--- config.mk ---
export PLATFORM = sky130hd
export DESIGN_NAME = opnd_bypass
export DESIGN_NICKNAME = d
export VERILOG_FILES = /design/src/rtl/opnd_bypass_pkg.sv /design/src/rtl/opnd_bypass_stage.sv /design/src/rtl/opnd_bypass_match.sv /design/src/rtl/opnd_bypass.sv
export SDC_FILE = /design/constraint.sdc
export NUM_CORES = 1
export LEC_CHECK = 0
export BUFFER_PORTS_ARGS = -buffer_cell sky130_fd_sc_hd__clkbuf_2
export CAP_MARGIN = 20
export CORE_MARGIN = 4
export CORE_UTILIZATION = 59
export CTS_CLUSTER_SIZE = 40
export DETAILED_ROUTE_END_ITERATION = 8
export PLACE_DENSITY_LB_ADDON = 0.15
export SLEW_MARGIN = 0
export SYNTH_ARGS = -nofsm -noshare
export SYNTH_HDL_FRONTEND = slang
export SYNTH_SLANG_ARGS = --single-unit
--- constraint.sdc ---
create_clock -name clk -period 3.1 [get_ports clk]
set_input_delay 0.31 -clock clk [delete_from_list [all_inputs] [get_ports clk]]
set_output_delay 0.31 -clock clk [all_outputs]
set_load 0.03 [all_outputs]
--- src/rtl/opnd_bypass_pkg.sv ---
package opnd_bypass_pkg;

    typedef enum logic {
        SRC_FILE = 1'b0,
        SRC_FWD  = 1'b1
    } src_kind_e;

endpackage

--- src/rtl/opnd_bypass_stage.sv ---
module opnd_bypass_stage #(
    parameter int LANES  = 4,
    parameter int DATA_W = 32,
    parameter int TAG_W  = 7
) (
    input  logic                          clk,
    input  logic                          rst_n,
    input  logic [LANES-1:0]              d_vld,
    input  logic [LANES-1:0][TAG_W-1:0]   d_tag,
    input  logic [LANES-1:0][DATA_W-1:0]  d_data,
    output logic [LANES-1:0]              q_vld,
    output logic [LANES-1:0][TAG_W-1:0]   q_tag,
    output logic [LANES-1:0][DATA_W-1:0]  q_data
);

    always_ff @(posedge clk) begin
        if (!rst_n) begin
            q_vld <= '0;
        end else begin
            q_vld <= d_vld;
        end
    end

    always_ff @(posedge clk) begin
        q_tag  <= d_tag;
        q_data <= d_data;
    end

endmodule

--- src/rtl/opnd_bypass_match.sv ---
module opnd_bypass_match #(
    parameter int LANES  = 4,
    parameter int DATA_W = 32,
    parameter int TAG_W  = 7
) (
    input  logic [LANES-1:0]              e_vld,
    input  logic [LANES-1:0][TAG_W-1:0]   e_tag,
    input  logic [LANES-1:0][DATA_W-1:0]  e_data,
    input  logic [TAG_W-1:0]              src_tag,
    output logic                          hit,
    output logic [DATA_W-1:0]             hit_data
);

    logic [LANES-1:0] lane_eq;

    for (genvar k = 0; k < LANES; k++) begin : g_cmp
        assign lane_eq[k] = e_vld[k] && (e_tag[k] == src_tag);
    end

    // Walk from the top lane down so the lowest matching lane is written last.
    always_comb begin
        hit      = 1'b0;
        hit_data = '0;
        for (int k = LANES - 1; k >= 0; k--) begin
            if (lane_eq[k]) begin
                hit      = 1'b1;
                hit_data = e_data[k];
            end
        end
    end

endmodule

--- src/rtl/opnd_bypass.sv ---
module opnd_bypass
    import opnd_bypass_pkg::*;
#(
    parameter int LANES  = 4,
    parameter int DEPTH  = 3,
    parameter int DATA_W = 32,
    parameter int TAG_W  = 7
) (
    input  logic                          clk,
    input  logic                          rst_n,
    input  logic [LANES-1:0]              i_res_vld,
    input  logic [LANES-1:0][TAG_W-1:0]   i_res_tag,
    input  logic [LANES-1:0][DATA_W-1:0]  i_res_data,
    input  logic [TAG_W-1:0]              i_src_tag,
    input  logic [DATA_W-1:0]             i_rf_val,
    output logic [DATA_W-1:0]             o_val,
    output logic                          o_bypass
);

    localparam int CANDIDATES = LANES * DEPTH + 1;

    logic [DEPTH-1:0][LANES-1:0]              lv_vld;
    logic [DEPTH-1:0][LANES-1:0][TAG_W-1:0]   lv_tag;
    logic [DEPTH-1:0][LANES-1:0][DATA_W-1:0]  lv_data;
    logic [DEPTH-1:0]                         lv_hit;
    logic [DEPTH-1:0][DATA_W-1:0]             lv_hit_data;

    src_kind_e         sel_kind;
    logic [DATA_W-1:0] fwd_val;

    for (genvar l = 0; l < DEPTH; l++) begin : g_lvl
        if (l == 0) begin : g_head
            opnd_bypass_stage #(.LANES(LANES), .DATA_W(DATA_W), .TAG_W(TAG_W)) u_stage (
                .clk    (clk),
                .rst_n  (rst_n),
                .d_vld  (i_res_vld),
                .d_tag  (i_res_tag),
                .d_data (i_res_data),
                .q_vld  (lv_vld[l]),
                .q_tag  (lv_tag[l]),
                .q_data (lv_data[l])
            );
        end else begin : g_tail
            opnd_bypass_stage #(.LANES(LANES), .DATA_W(DATA_W), .TAG_W(TAG_W)) u_stage (
                .clk    (clk),
                .rst_n  (rst_n),
                .d_vld  (lv_vld[l-1]),
                .d_tag  (lv_tag[l-1]),
                .d_data (lv_data[l-1]),
                .q_vld  (lv_vld[l]),
                .q_tag  (lv_tag[l]),
                .q_data (lv_data[l])
            );
        end

        opnd_bypass_match #(.LANES(LANES), .DATA_W(DATA_W), .TAG_W(TAG_W)) u_match (
            .e_vld    (lv_vld[l]),
            .e_tag    (lv_tag[l]),
            .e_data   (lv_data[l]),
            .src_tag  (i_src_tag),
            .hit      (lv_hit[l]),
            .hit_data (lv_hit_data[l])
        );
    end

    // Oldest level first, youngest last: level 0 has the final say.
    always_comb begin
        sel_kind = SRC_FILE;
        fwd_val  = '0;
        for (int l = DEPTH - 1; l >= 0; l--) begin
            if (lv_hit[l]) begin
                sel_kind = SRC_FWD;
                fwd_val  = lv_hit_data[l];
            end
        end
    end

    always_comb begin
        unique case (sel_kind)
            SRC_FWD: begin
                o_val    = fwd_val;
                o_bypass = 1'b1;
            end
            SRC_FILE: begin
                o_val    = i_rf_val;
                o_bypass = 1'b0;
            end
            default: begin
                o_val    = i_rf_val;
                o_bypass = 1'b0;
            end
        endcase
    end

    logic unused_cnt;
    assign unused_cnt = (CANDIDATES == 0);

endmodule

Word level (Yosys, flattened, before mapping)
Cells that the tools add are included.
Widths: inputs -> output; s select.
{"block": "word_totals", "ff_bits": 480, "latch_bits": 0, "mem_bits_rw": 0, "romBits": 0, "elab_cells": 84, "memories": 0}
{"block": "classes", "addsub": 0, "mul": 0, "div": 0, "order_cmp": 0, "eq_ne": 12, "shift": 0, "muxes": 32, "bitwise": 1, "reduce_logical": 12}
{"op": "$mux 32", "count": 15}
{"op": "$eq 7x7->1", "count": 12}
{"op": "$pmux 32 s2", "count": 1}
{"op": "$mux 1", "count": 15}
{"op": "$logic_and 1x1->1", "count": 12}
{"op": "$pmux 1 s2", "count": 1}
{"op": "$not 1->1", "count": 1}

Depth between registers and ports, before layout
Gate-level depths: netlist of the first run.
{"block": "logic_depth", "word_depth": 11, "depth_mapped": 11, "mapped_depth_nobuf": 8}

Cells and area by module
From an unflattened synthesis of the first run, not the netlist that was laid out.
{"block": "unflattened", "hier_cells": 1404, "hier_area_um2": 15473.6}
{"mod": "opnd_bypass_stage", "instances": 3, "cells_each": 164, "area_per_inst_um2": 3228.1, "seq_area_each_um2": 3203.1}
{"mod": "opnd_bypass_match", "instances": 3, "cells_each": 265, "area_per_inst_um2": 1644.1, "seq_area_each_um2": 0.0}
{"mod": "opnd_bypass", "instances": 1, "cells_each": 117, "area_per_inst_um2": 857.1, "seq_area_each_um2": 0.0}

Worst setup path after synthesis of the first run
OpenSTA, ideal clock, no wires.
{"block": "synth_timing", "path_type": "input to output", "start": "input port i_src_tag[6]", "end": "output port o_val[16]", "arrival_time_ps": 2569, "required_ps": 2790, "path_slack_ps": 221, "stages": 10, "path_buffers": 2, "path_cell_list": "xor2_1 nor4_4 and2_1 buf_2 nor4_4 and3_1 buf_4 inv_1 nor2_1 nor3_1"}
{"block": "synth_between", "elab_chain_cells": 11, "word_cells_on_any_way": 56, "classes_between": "eq/ne (12); mux (31); bitwise (1); reduce/logical (12)"}
{"item": "from (decl)", "line": "opnd_bypass.sv:14", "text": "input logic [TAG_W-1:0] i_src_tag,"}
{"item": "$eq 7x7->1", "line": "opnd_bypass_match.sv:17", "text": "assign lane_eq[k] = e_vld[k] && (e_tag[k] == src_tag);"}
{"item": "$logic_and 1x1->1", "line": "opnd_bypass_match.sv:17"}
{"item": "$mux 1 (4 in series)", "line": "opnd_bypass_match.sv:25", "text": "if (lane_eq[k]) begin"}
{"item": "$mux 1 (3 in series)", "line": "opnd_bypass.sv:71", "text": "if (lv_hit[l]) begin"}
{"item": "$not 1->1", "line": "opnd_bypass.sv:79", "text": "unique case (sel_kind)"}
{"item": "$pmux 32 s2 (*)", "line": "opnd_bypass.sv:79"}
{"item": "to (decl)", "line": "opnd_bypass.sv:16", "text": "output logic [DATA_W-1:0] o_val,"}
Mark *: on every way between the ends. The rest lies on a longest branch, timed or not.

Final worst setup path of the first run
{"block": "layout_timing", "start": "register g_lvl[0].g_head.u_stage.q_tag[10] (netlist name)", "end": "output port o_val[24]"}
{"block": "layout_between", "elab_chain_cells": 7, "word_cells_on_any_way": 10, "classes_between": "eq/ne (1); mux (7); bitwise (1); reduce/logical (1)"}
{"item": "from (decl)", "line": "opnd_bypass_stage.sv:12", "text": "output logic [LANES-1:0][TAG_W-1:0] q_tag,"}
{"item": "from (signal assigned)", "line": "opnd_bypass_stage.sv:25", "text": "q_tag <= d_tag;"}
{"item": "$eq 7x7->1 (*)", "line": "opnd_bypass_match.sv:17"}
{"item": "$logic_and 1x1->1 (*)", "line": "opnd_bypass_match.sv:17"}
{"item": "$mux 1 (2 in series)", "line": "opnd_bypass_match.sv:25"}
{"item": "$mux 1", "line": "opnd_bypass.sv:71"}
{"item": "$not 1->1", "line": "opnd_bypass.sv:79"}
{"item": "$pmux 32 s2 (*)", "line": "opnd_bypass.sv:79"}
Marked as above.

==> results of run 1 <==
==> critical path: cells and delay by family (launching register included) <==
family	cells	cell delay [ns]
simple gates	2	0.68
compound gates	4	0.82
flops	1	0.32
xor+xnor	1	0.16
buf+inv	2	0.41
==> flip-flops by register name, indices dropped and copies added, names as in the netlist <==
signal / flops
g_lvl.g_tail.u_stage.q_data: 256
g_lvl.g_head.u_stage.q_vld: 4
g_lvl.g_head.u_stage.q_tag: 28
g_lvl.g_head.u_stage.q_data: 128
g_lvl.g_tail.u_stage.q_vld: 8
g_lvl.g_tail.u_stage.q_tag: 56
==> per-layer routing <==
layer	vias to the layer above	GRT usage	part of all wire
li1	5499	-	-
met1	5874	0.398	0.37
met2	754	0.554	0.49
met3	217	0.0546	0.083
met4	0	0.158	0.057
met5	-	0	0
==> layout make-up <==
| type | instances | area, um^2 | area share |
|---|---|---|---|
| sequential | 480 | 9620 | 0.466 |
| multi-input combinational | 737 | 5050 | 0.245 |
| timing repair buffer | 497 | 4040 | 0.196 |
| clock buffer | 62 | 1290 | 0.0627 |
| tap | 324 | 405 | 0.0197 |
| clock inverter | 16 | 186 | 0.00904 |
| inverter | 8 | 30.0 | 0.00146 |
| antenna | 1 | 2.50 | 0.000121 |
==> metrics by stage <==
stage          TNS (ns)  worst slack [ns]  power [uW]  hold WS, ns  area, um^2
2_1_floorplan         0             0.221        6990        0.330       14600
3_3_place_gp          0            0.0147        7260        0.333       16400
3_5_place_dp     -0.209           -0.0703        7280        0.335       16400
4_1_cts          -0.107           -0.0430       12800        0.213       20000
5_1_grt           -2.23            -0.204       13300        0.245       20600
6_report         -0.425            -0.128       12900        0.238       20600
==> report_power, final <==
group / switching (uW) / total (uW) / leakage, uW / internal, uW
Clock: 2270 / 5510 / 0.000733 / 3240
Sequential: 180 / 6690 / 0.00405 / 6510
Combinational: 329 / 722 / 0.00393 / 393
==> worst max path at each step <==
stage | startpoint | endpoint | slack (ns) | depth (start not counted)
detailed placement | i_src_tag[1] | o_val[1] | -0.07 | 11
global route | g_lvl[1].g_tail.u_stage.q_tag[12]$_DFF_P_ | o_val[3] | -0.20 | 9
CTS | g_lvl[2].g_tail.u_stage.q_tag[15]$_DFF_P_ | o_val[1] | -0.04 | 11
floorplan | i_src_tag[6] | o_val[16] | 0.22 | 10
finish | g_lvl[0].g_head.u_stage.q_tag[10]$_DFF_P_ | o_val[24] | -0.13 | 9
global placement | i_src_tag[1] | o_val[5] | 0.01 | 10
==> cell families after synthesis <==
group                     count (synthesis)  share of synthesized area
DFF                                     480                      0.659
AOI/OAI and AO/OA                       279                      0.138
xor gates and xnor gates                 84                     0.0505
and+or+nand+nor                         374                      0.119
buffers and inverters                    98                     0.0329
==> cells in the mapped netlist, drive strengths merged <==
cell,count
o31ai,33
a311oi,32
dfxtp,480
nor3,8
nand4,21
a221oi,29
and4,4
buf,40
or2,3
o311ai,7
and2,13
inv,8
nand3,58
nor4,7
a2111oi,1
a21oi,68
nand2,131
nor2b,1
xnor2,62
o21ai,31
clkbuf,50
and3,17
xor2,22
nor2,111
a21o,1
a211oi,77
==> timing repair <==
action	in CTS	in global routing
pin swaps	26	67
setup buffers	11	15
hold buffers	160	0
setup endpoints to repair	32	32
resized for setup	77	130
cloned	2	4
endpoints found under the hold margin	160	0
==> reports/summary.txt, run 1 <==
mapped cell area: 14600 um^2
Root Buffer: clkbuf_16
Die Span X: 165 um
crit path kind: reg -> out
nets: 1970
commonest non-fill, non-tap cell in the layout: dfxtp_1
Cell Rows: 57
H-Tree Depth: 2
Fin. Hold Viols: 0
worst min path class: in -> reg
fill cell count: 1191
vias per cell: 5.81
Die H: 165 um
commonest cells after routing, fill and taps aside: dfxtp_1, clkbuf_2, dlygate4sd3_1, nand2_1, nor2_1
slew margin rel.: 0.700
largest cells by area after synthesis: dfxtp_1, a211oi_1, xnor2_1, nand2_1, nor2_1
Worst Hold Path EP: g_lvl[2].g_tail.u_stage.q_vld[1]$_SDFF_PN0_
final worst-path setup slack: -0.128 ns
Synth top area share: 0.659
clock sink count: 480
slowest stage cell, crit path: a211oi_1
Num CTS Buffers: 45
Mean Syn Cell Area: 11.1 um^2
critical path required time: 2.79 ns
Worst Clk Skew: 0.0147 ns
core region area: 24300 um^2
# DRC: 0
first-pass GRT wire length: 68.6 mm
Hold Path Depth: 2
worst path cell trace: xor2_1, nor4_2, and4_4, buf_6, a21oi_1, a211oi_1, a211oi_1, o21ai_1, buf_4
post-DP HPWL: 25.7 mm
post-route insts no fill: 2125
Power Dens Cells: 626 nW/um^2
Arr. time, crit path: 2.92 ns
Max Clk Rate: 310 MHz
R2R Path End: g_lvl[2].g_tail.u_stage.q_vld[0]$_SDFF_PN0_
CTS tree: built
PortBufs: 233
Final Slew Violations: 0
share of cells above drive strength 1: 0.288
vias in the first global route: 12813
Initial Util: 0.600
leading area contributor after synthesis: dfxtp_1
fin util: 0.848
I/O Pins: 234
Worst path max stage delay: 0.36 ns
crit path launch type: flop
DR iter-0 viols: 1031
gr usage total: 0.324
CP most frequent cell: a211oi_1
DR vias: 12344
Clock Path Buffers: 3
largest net degree at the start of global routing: 65
worst reg2reg path startpoint: g_lvl[1].g_tail.u_stage.q_vld[0]$_SDFF_PN0_
maximum fanout along the worst path: 11
GRT overflow: 0
leakage: 0.00872 uW
Routed WL per cell: 22.4 um
Final Cycle Share: 1.04
Worst VDD drop: 0.548 mV
flop-to-flop setup slack: 2.51 ns
synth unique cells: 37
Hold Crit Start: rst_n
DP Cell Count: 1855
ANT nets after route: 0
Post-Synthesis Cells: 1315
Worst-Margin Slew: 0.443 ns
Crit. End Element: output pin
Clk pin slew, worst setup/hold paths: 0.06 ns
Finish-stage setup viols: 11
violated checks: negative setup slack
Yosys reg bits: 480
Synthesized Nets: 1516
clock period minus worst slack: 3.23 ns
P&R area growth vs syn: 41.4%
Routed WL: 47.6 mm
Placer Congestion: 0.864
Yosys warning count: 0
initial antenna violation count: 1
RSZ-0062 raised after global routing: true
worst skew pair latency: 0.54 ns
drt pass-1 iters: 6
die footprint: 27300 um^2
run status: finished, violations left
max-cap viol count: 0
R2R depth: 1
sequential share of the synthesized area: 0.659
Power figures use the tool's default switching activity.
==> run 2, diff against run 1 <==
--- a/config.mk
+++ b/config.mk
@@ -6,13 +6,13 @@
 export NUM_CORES = 1
 export LEC_CHECK = 0
 export BUFFER_PORTS_ARGS = -buffer_cell sky130_fd_sc_hd__clkbuf_2
-export CAP_MARGIN = 20
 export CORE_MARGIN = 4
-export CORE_UTILIZATION = 59
+export CORE_UTILIZATION = 60
 export CTS_CLUSTER_SIZE = 40
 export DETAILED_ROUTE_END_ITERATION = 8
 export PLACE_DENSITY_LB_ADDON = 0.15
 export SLEW_MARGIN = 0
 export SYNTH_ARGS = -nofsm -noshare
 export SYNTH_HDL_FRONTEND = slang
+export SYNTH_HIERARCHICAL = 1
 export SYNTH_SLANG_ARGS = --single-unit
==> reports/summary.txt, run 2 <==
run status: finished, violations left
violated checks: negative setup slack
WL met1: 18.4 mm
core region area: 25300 um^2
gr usage total: 0.310
Yosys warning count: 6
largest net degree at the start of global routing: 45
leading area contributor after synthesis: dfxtp_1
maximum fanout along the worst path: 8
Routed WL: 47.4 mm
commonest non-fill, non-tap cell in the layout: dfxtp_1
final worst-path setup slack: -0.0962 ns
P&R area growth vs syn: 34.6%
vias in the first global route: 12663
Largest register FFs: 256
clock period minus worst slack: 3.20 ns
ANT nets after route: 0
Design Area, Final: 20800 um^2
critical path required time: 2.79 ns
leakage: 0.00911 uW
Arr. time, crit path: 2.89 ns
asr flop ratio synth: 0
crit path kind: reg -> out
commonest cells after routing, fill and taps aside: dfxtp_1, clkbuf_2, dlygate4sd3_1, inv_1, nor3_1
Routed WL per cell: 21.8 um
Final Slew Violations: 0
Synth top cells by count: dfxtp_1, inv_1, nor3_1, a22oi_1, xnor2_1
Synthesized Nets: 1605
Max Clk Rate: 313 MHz
H-Tree Depth: 2
max-cap viol count: 0
initial antenna violation count: 0
Worst VDD drop: 0.588 mV
worst skew pair latency: 0.55 ns
Cell Rows: 58
Mean Syn Cell Area: 11.0 um^2
crit path launch type: flop
die footprint: 28400 um^2
fill cell count: 1407
footprint of the multi-input gates: 4920 um^2
sequential share of the synthesized area: 0.621
DR WL met3: 4.05 mm
Initial Util: 0.613
Finish-stage setup viols: 3
DR WL met2: 23.2 mm
largest cells by area after synthesis: dfxtp_1, a311o_1, inv_1, xnor2_1, a22o_1
RSZ-0062 raised after global routing: true
most frequent cell after synthesis: dfxtp_1
Post-synth EDFFs: 0
clock sink count: 480
ant diodes: 0
first-pass GRT wire length: 69.5 mm
CTS tree: built
Die Span X: 169 um
worst min path class: in -> reg
Die H: 169 um
Clk pin slew, worst setup/hold paths: 0.06 ns
share of cells above drive strength 1: 0.248
Worst Clk Skew: 0.0129 ns
GRT overflow: 0
Hold WS: 0.176 ns
post-DP HPWL: 25.8 mm
synth unique cells: 33
top layer in use: met4
slew margin rel.: 0.687
Placer Congestion: 0.848
vias per cell: 5.74
Fin. Hold Viols: 0
Final Cycle Share: 1.03
Worst-Margin Slew: 0.470 ns
ys flop type: dfxtp_1
register area: 9620 um^2
Yosys reg bits: 480
mapped cell area: 15500 um^2
Num CTS Buffers: 46
Post-Synthesis Cells: 1404
Post-DP Area: 17000 um^2
# DRC: 0
Clock Path Buffers: 3
Root Buffer: clkbuf_16
Crit. End Element: output pin
nets: 2007
drt pass-1 iters: 5
Regs by FF count: g_lvl.g_tail.u_stage/q_data: 256 flops, g_lvl.g_head.u_stage/q_data: 128 flops, g_lvl.g_tail.u_stage/q_tag: 56 flops
PortBufs: 233
DR iter-0 viols: 1146
I/O Pins: 234
Synth top area share: 0.621
Top reg by flops: g_lvl.g_tail.u_stage/q_data
Power Dens Cells: 635 nW/um^2
DR vias: 12461
## run 2: cell count changes after synthesis, sizes merged, moves of 55 or more
cell / change
a211oi: -77
a22o: +60
a22oi: +64
a311o: +60
inv: +149
nand2: -92
nand3: -55
nor2: -66
nor3: +89
## run 2: cell families (layout without fill, tap and decap cells)
group / after synthesis / in the layout / share of synthesized area
flops: 480 / 480 / 0.621
compound gates: 348 / 348 / 0.171
buf+inv: 265 / 700 / 0.0817
simple gates: 227 / 228 / 0.0739
xor+xnor: 84 / 84 / 0.0519
## run 2: worst paths after layout
path,slack [ns],end,start,cells after the start
worst max-delay path,-0.1,o_val[20],g_lvl[0].g_head.u_stage/q_tag[19]$_DFF_P_,9
worst min-delay path,0.18,g_lvl[0].g_head.u_stage/q_vld[2]$_SDFF_PN0_,rst_n,2
worst max register to register,2.51,g_lvl[1].g_tail.u_stage/q_vld[1]$_SDFF_PN0_,g_lvl[0].g_head.u_stage/q_vld[1]$_SDFF_PN0_,1
worst min register to register,0.34,g_lvl[2].g_tail.u_stage/q_data[85]$_DFF_P_,g_lvl[1].g_tail.u_stage/q_data[85]$_DFF_P_,0
## run 2: metrics by stage
| step | power [uW] | utilization | worst slack [ns] | TNS (ns) | cells |
|---|---|---|---|---|---|
| final | 13200 | 0.825 | -0.0962 | -0.118 | 2170 |
| after global routing | 13600 | 0.825 | -0.110 | -1.26 | 2170 |
| after CTS | 13100 | 0.807 | -0.0000135 | -0.0000135 | 2158 |
| after detailed placement | 7320 | 0.673 | -0.00978 | -0.00978 | 1911 |
| after global placement | 7310 | 0.673 | 0.0166 | 0 | 1911 |
| after floorplan | 7040 | - | 0.0471 | 0 | 1404 |
## run 2: what timing repair did
action                     CTS  global route
setup endpoints to repair   32            32
hold endpoints to repair   160             0
hold buffers               160             0
resized for setup           36           112
buffers inserted             3             6
gates cloned                 2             6
pin swaps                   12            33
## run 2: per-layer routing
metal | up-vias | global-route usage
li1 | 5678 | -
met1 | 5997 | 0.389
met2 | 659 | 0.538
met3 | 127 | 0.0619
met4 | 0 | 0.104
met5 | - | 0
## run 2: area by class of cell
type	instances	share of cell area
Timing Repair Buffer	461	0.178
Clock inverter	14	0.00733
Clock buffer	68	0.0690
Tap cell	330	0.0198
Inverter	157	0.0283
Multi-Input combinational cell	660	0.236
Sequential cell	480	0.462
## run 2: critical path, cell delays in order, from the launching register on
cell and delay (ns):
dfxtp_2 0.34, xnor2_2 0.18, nand4_2 0.16, or2_4 0.35, clkbuf_16 0.21, a311o_1 0.33, a22o_1 0.19, a22oi_1 0.26
o21ai_2 0.12, clkbuf_8 0.18
## run 2: report_power, final
group | switching (uW) | leakage, uW | internal (uW)
combinational | 353 | 0.00426 | 407
sequential | 176 | 0.00405 | 6510
clock | 2320 | 0.000796 | 3450
